**src/rtl/pcrel_pkg.sv**
```systemverilog
package pcrel_pkg;
    localparam int PC_W    = 24;
    localparam int INSN_W  = 16;
    localparam int FIELD_W = 10;
    localparam int IMM_W   = 13;
    localparam int CYC_W   = 2;
    localparam int OP_W    = INSN_W - FIELD_W;

    localparam logic [OP_W-1:0]  OP_JUMP   = 6'b000100;
    localparam logic [CYC_W-1:0] CYC_NORM  = 2'd3;
    localparam logic [CYC_W-1:0] CYC_DELAY = 2'd2;

    typedef struct packed {
        logic              pend;
        logic [IMM_W-1:0]  pend_imm;
        logic              jump;
        logic              slot;
        logic [PC_W-1:0]   target;
        logic [CYC_W-1:0]  cycles;
        logic              illegal;
        logic              mask;
    } unit_state_t;
endpackage

```
**src/rtl/pcrel_decode.sv**
```systemverilog
module pcrel_decode #(
    parameter int INSN_W  = 16,
    parameter int FIELD_W = 10,
    parameter logic [INSN_W-FIELD_W-1:0] OP_BASE = '0
) (
    input  logic [INSN_W-1:0]  insn_i,
    output logic               is_jump_o,
    output logic               is_delay_o,
    output logic [FIELD_W-1:0] field_o
);
    localparam int OP_W = INSN_W - FIELD_W;

    logic [OP_W-1:0] opcode;

    always_comb begin
        opcode     = insn_i[INSN_W-1:FIELD_W];
        field_o    = insn_i[FIELD_W-1:0];
        // The low opcode bit is the delay selector; the rest must match.
        is_jump_o  = (opcode[OP_W-1:1] == OP_BASE[OP_W-1:1]);
        is_delay_o = opcode[0];
    end
endmodule

```
**src/rtl/pcrel_disp.sv**
```systemverilog
module pcrel_disp #(
    parameter int PC_W    = 24,
    parameter int FIELD_W = 10,
    parameter int IMM_W   = 13
) (
    input  logic               ext_en_i,
    input  logic [IMM_W-1:0]   imm_i,
    input  logic [FIELD_W-1:0] field_i,
    output logic [PC_W-1:0]    disp_o
);
    localparam int SHORT_FILL = PC_W - FIELD_W - 1;
    localparam int EXT_W      = IMM_W + FIELD_W + 1;

    logic [PC_W-1:0]  short_disp;
    logic [EXT_W-1:0] ext_raw;
    logic [PC_W-1:0]  ext_disp;

    assign short_disp = {{SHORT_FILL{field_i[FIELD_W-1]}}, field_i, 1'b0};
    assign ext_raw    = {imm_i, field_i, 1'b0};

    generate
        if (EXT_W < PC_W) begin : g_ext_sext
            assign ext_disp = {{(PC_W-EXT_W){imm_i[IMM_W-1]}}, ext_raw};
        end else begin : g_ext_trunc
            assign ext_disp = ext_raw[PC_W-1:0];
        end
    endgenerate

    assign disp_o = ext_en_i ? ext_disp : short_disp;
endmodule

```
**src/rtl/pcrel_target.sv**
```systemverilog
module pcrel_target #(
    parameter int PC_W = 24
) (
    input  logic [PC_W-1:0] pc_i,
    input  logic [PC_W-1:0] disp_i,
    output logic [PC_W-1:0] target_o
);
    localparam logic [PC_W-1:0] STEP = PC_W'(2);

    assign target_o = pc_i + STEP + disp_i;
endmodule

```
**src/rtl/pcrel_jump_unit.sv**
```systemverilog
module pcrel_jump_unit
    import pcrel_pkg::*;
#(
    parameter int P_PC_W    = PC_W,
    parameter int P_INSN_W  = INSN_W,
    parameter int P_FIELD_W = FIELD_W,
    parameter int P_IMM_W   = IMM_W
) (
    input  logic                 clk,
    input  logic                 rst,
    input  logic                 insn_valid_i,
    input  logic [P_INSN_W-1:0]  insn_i,
    input  logic [P_PC_W-1:0]    pc_i,
    input  logic                 pfx_stb_i,
    input  logic [P_IMM_W-1:0]   pfx_imm_i,
    output logic                 jump_o,
    output logic [P_PC_W-1:0]    target_o,
    output logic                 slot_o,
    output logic                 irq_mask_o,
    output logic [CYC_W-1:0]     cycles_o,
    output logic                 illegal_o
);
    unit_state_t st_d, st_q;

    logic                 dec_jump;
    logic                 dec_delay;
    logic [P_FIELD_W-1:0] dec_field;
    logic [P_PC_W-1:0]    disp;
    logic [P_PC_W-1:0]    tgt;

    pcrel_decode #(
        .INSN_W (P_INSN_W),
        .FIELD_W(P_FIELD_W),
        .OP_BASE(OP_JUMP)
    ) u_decode (
        .insn_i    (insn_i),
        .is_jump_o (dec_jump),
        .is_delay_o(dec_delay),
        .field_o   (dec_field)
    );

    pcrel_disp #(
        .PC_W   (P_PC_W),
        .FIELD_W(P_FIELD_W),
        .IMM_W  (P_IMM_W)
    ) u_disp (
        .ext_en_i(st_q.pend),
        .imm_i   (st_q.pend_imm),
        .field_i (dec_field),
        .disp_o  (disp)
    );

    pcrel_target #(
        .PC_W(P_PC_W)
    ) u_target (
        .pc_i    (pc_i),
        .disp_i  (disp),
        .target_o(tgt)
    );

    always_comb begin
        st_d         = st_q;
        st_d.jump    = 1'b0;
        st_d.slot    = 1'b0;
        st_d.target  = '0;
        st_d.cycles  = '0;
        st_d.illegal = 1'b0;

        if (pfx_stb_i) begin
            // A prefix wins over a same-cycle instruction.
            if (st_q.pend) begin
                st_d.illegal  = 1'b1;
                st_d.pend     = 1'b0;
                st_d.pend_imm = '0;
            end else begin
                st_d.pend     = 1'b1;
                st_d.pend_imm = pfx_imm_i;
            end
        end else if (insn_valid_i) begin
            st_d.pend     = 1'b0;
            st_d.pend_imm = '0;
            if (dec_jump) begin
                st_d.jump   = 1'b1;
                st_d.slot   = dec_delay;
                st_d.target = tgt;
                st_d.cycles = dec_delay ? CYC_DELAY : CYC_NORM;
            end
            // Set by a delayed jump, released by the slot instruction.
            st_d.mask = dec_jump & dec_delay;
        end
    end

    always_ff @(posedge clk) begin
        if (rst) begin
            st_q <= '0;
        end else begin
            st_q <= st_d;
        end
    end

    assign jump_o     = st_q.jump;
    assign target_o   = st_q.target;
    assign slot_o     = st_q.slot;
    assign irq_mask_o = st_q.mask;
    assign cycles_o   = st_q.cycles;
    assign illegal_o  = st_q.illegal;
endmodule

```
**config.mk**
```make
export PLATFORM = sky130hd
export DESIGN_NAME = pcrel_jump_unit
export DESIGN_NICKNAME = d
export VERILOG_FILES = /design/src/rtl/pcrel_pkg.sv /design/src/rtl/pcrel_decode.sv /design/src/rtl/pcrel_disp.sv /design/src/rtl/pcrel_target.sv /design/src/rtl/pcrel_jump_unit.sv
export SDC_FILE = /design/constraint.sdc
export NUM_CORES = 1
export LEC_CHECK = 0
export BUFFER_PORTS_ARGS = -buffer_cell sky130_fd_sc_hd__buf_2
export CAP_MARGIN = 20
export CORE_UTILIZATION = 53
export DETAILED_ROUTE_END_ITERATION = 6
export HOLD_SLACK_MARGIN = 0.03
export PLACE_DENSITY = 0.81
export SYNTH_ARGS = -nofsm -noshare
export SYNTH_HDL_FRONTEND = slang
export SYNTH_SLANG_ARGS = --single-unit
```
**constraint.sdc**
```tcl
create_clock -name clk -period 3.8 [get_ports clk]
set_input_delay 0.76 -clock clk [delete_from_list [all_inputs] [get_ports clk]]
set_output_delay 0.76 -clock clk [all_outputs]
set_load 0.02 [all_outputs]
```
==> impl_metrics.py <==
metrics = {
    "run_status": {
        "outcome": "finished clean",
    },
    "worst_setup_path": {
        "reg2reg_to": "target_o[22]$_SDFF_PP0_",
        "critPathMaxFanout": 13,
        "rr_worst_depth": 10,
        "crit_arrival_ns": 3.18,
        "ff2ff_setup_slack_ns": 0.86,
        "startpoint": "insn_i[9]",
        "critPathLaunchType": "input pin",
        "cp-end-kind": "flop",
        "r2r-start": "st_q[43]$_SDFFE_PP0P_",
        "critical_path_class": "in2reg",
        "required_ns": 3.96,
    },
    "hold_path": {
        "hold_path.class": "reg2reg",
        "worstHoldPathCells": 1,
        "min_to": "st_q[34]$_SDFFE_PP0P_",
        "min-delay-start": "st_q[34]$_SDFFE_PP0P_",
    },
    "pwr": {
        "p_leak_nw": 1.76,
        "p_per_area_nw_per_um2": 356,
        "power_w": 0.00122,
        "irDropWorstVdd_mv": 0.204,
    },
    "drt": {
        "firstDrtPassIters": 6,
        "wl_met1_um": 2670,
        "vias": 2549,
        "dr_wl_met2_um": 2750,
        "wl_per_cell_um": 12.4,
        "drtIter0Drc": 93,
        "wl_um": 5910,
        "drt-vias-per-instance": 5.33,
        "highest_layer": "met4",
        "ant_nets": 0,
        "drc": 0,
        "wl_met3_um": 419,
    },
    "synthesis": {
        "syn_avg_cell_area_um2": 8.71,
        "synth_seq_cells": 44,
        "synth_nets": 447,
        "synth_top_cell_area_share": 0.292,
        "synth_edf_count": 0,
        "syn_area_um2": 3010,
        "ys.flop_type": "dfxtp_1",
        "synth_top_area_cell": "dfxtp_1",
        "synth_cells": 346,
        "synthTopCellsByArea": "dfxtp_1 (29%), ha_1 (18%), buf_4 (7.0%)",
        "ys_async_sr_fraction": 0,
        "yosysSeqAreaShare": 0.292,
        "ys_types": 49,
        "synth_warnings": 0,
    },
    "clock_tree": {
        "cts_max_level": 2,
        "cts_setup_buffers": 0,
        "clock-sinks": 44,
        "insertion_delay_ns": 0.30,
        "cts.repair.resized": 0,
        "clock-root-buffer": "clkbuf_8",
        "cts_made_buffers": 5,
        "cts_tree": "done",
        "cts.clk_slew.worst_paths_ns": 0.08,
        "cts.path.max_buffers": 2,
        "hold_buffers": 0,
    },
    "sta": {
        "skew_ns": 0.00699,
        "setup_viol": 0,
        "period_needed_ns": 3.02,
        "max_freq_mhz": 331,
        "period_share": 0.794,
        "tightest_slew_ns": 1.00,
        "rsz0062_at_grt": "false",
        "hold_viol": 0,
        "layout_setup_ws_ns": 0.782,
        "tns_ns": 0,
        "slew_viol_final": 0,
        "slew_headroom": 0.329,
    },
    "final_layout": {
        "final_area_um2": 3430,
        "n_fill_cell": 504,
        "final_util": 0.624,
        "area_growth_pct": 13.9,
        "finalNetCount": 506,
        "drive_above_1_share": 0.271,
        "final_cell_mix": "buf_2 (87), dfxtp_1 (44), ha_1 (43), nand2_1 (42), a21oi_1 (24)",
        "seqCellArea_um2": 881,
        "multi_input_area_um2": 1850,
        "final_common_cell": "buf_2",
        "antenna_cells": 0,
    },
    "floorplanning": {
        "fp.dieArea_um2": 5990,
        "fp-row-count": 27,
        "core_area_um2": 5510,
        "initial_core_util": 0.547,
        "die_w_um": 77.4,
        "io_pins": 87,
        "die_y_um": 77.4,
    },
    "grt": {
        "grtUsageTotal": 0.204,
        "grt_max_degree": 28,
        "grt_overflow": 0,
        "grt_antenna_before_repair": 0,
        "grt_pass1_wl_um": 9850,
        "grt_pass1_vias": 2248,
    },
    "run": {
        "cap_violations": 0,
    },
    "placed_design": {
        "placed_cell_area_um2": 3300,
        "gp_congestion": 0.883,
        "dp_slack_ns": 0.496,
        "io_buffers": 86,
        "hpwl_um": 4750,
    },
}
[stage by stage]
| step | std cells | hold slack, ns |
|---|---|---|
| 6_report | 478 | 0.479 |
| 5_1_grt | 478 | 0.516 |
| 4_1_cts | 476 | 0.482 |
| 3_5_place_dp | 468 | 0.462 |
| 3_3_place_gp | 468 | 0.458 |
| 2_1_floorplan | 346 | 0.442 |
[cell usage after synthesis, drive strengths merged, types with 3 or more instances]
master,n
nor2,23
dfxtp,44
a21boi,3
nor3,12
buf,28
o21a,4
inv,10
ha,43
o21bai,4
o2111ai,3
xor2,4
and3,8
o21ai,13
nand2,42
nor2b,4
nand3,10
nand2b,3
a21oi,25
a21o,9
nor3b,8
clkbuf,9
xnor2,5
a22o,10
[cell type report]
class / instances / share of cell area
clock buffer: 7 / 0.0281
clock inverter: 1 / 0.00874
inverter: 10 / 0.0109
multi-input combinational: 255 / 0.539
sequential: 44 / 0.256
tap: 72 / 0.0262
timing repair buffer: 89 / 0.130
[power by group]
group	total (W)	internal (W)	switching, W
sequential	0.000474	0.000469	0.00000481
clock	0.000393	0.000232	0.000161
combinational	0.000356	0.000154	0.000202
total	0.00122	0.000855	0.000368
[flip-flops by register name, indices dropped and copies added, names as in the netlist]
| name | flops |
|---|---|
| jump_o | 1 |
| st_q | 14 |
| irq_mask_o | 1 |
| illegal_o | 1 |
| target_o | 24 |
| cycles_o | 2 |
| slot_o | 1 |
[routing by layer]
layer / up-vias / global-route usage
met5: - / 0
met4: 0 / 0.0604
met3: 9 / 0.0518
met2: 96 / 0.341
met1: 1107 / 0.257
li1: 1337 / -
[worst max-delay path, stage by stage]
cell,delay [ns]
buf_2,0.11
nand2b_1,0.31
nand2_1,0.11
ha_1,0.30
ha_1,0.48
nand2_1,0.08
o21ai_0,0.19
nand2_1,0.16
a2111oi_2,0.39
o21ai_0,0.13
nor3b_2,0.16
[how the worst max path moves through the flow]
stage,slack (ns),end,cells after the start
global placement,0.54,target_o[23]$_SDFF_PP0_,11
detailed placement,0.50,target_o[23]$_SDFF_PP0_,11
floorplan,0.75,target_o[23]$_SDFF_PP0_,12
global route,0.57,target_o[22]$_SDFF_PP0_,11
CTS,0.79,target_o[22]$_SDFF_PP0_,11
finish,0.78,target_o[22]$_SDFF_PP0_,11
[cell families (layout without fill, tap and decap cells)]
family / count (synthesis) / after routing / synth area share
XOR/XNOR: 9 / 9 / 0.0262
flip-flops: 44 / 44 / 0.292
adder cells (fa/ha/maj): 44 / 44 / 0.185
buffers and inverters: 47 / 107 / 0.0934
AO/OA/AOI/OAI: 83 / 83 / 0.202
AND/OR/NAND/NOR: 117 / 117 / 0.195
multiplexers: 2 / 2 / 0.00664
Note: power is estimated with default switching activity, not from simulation.
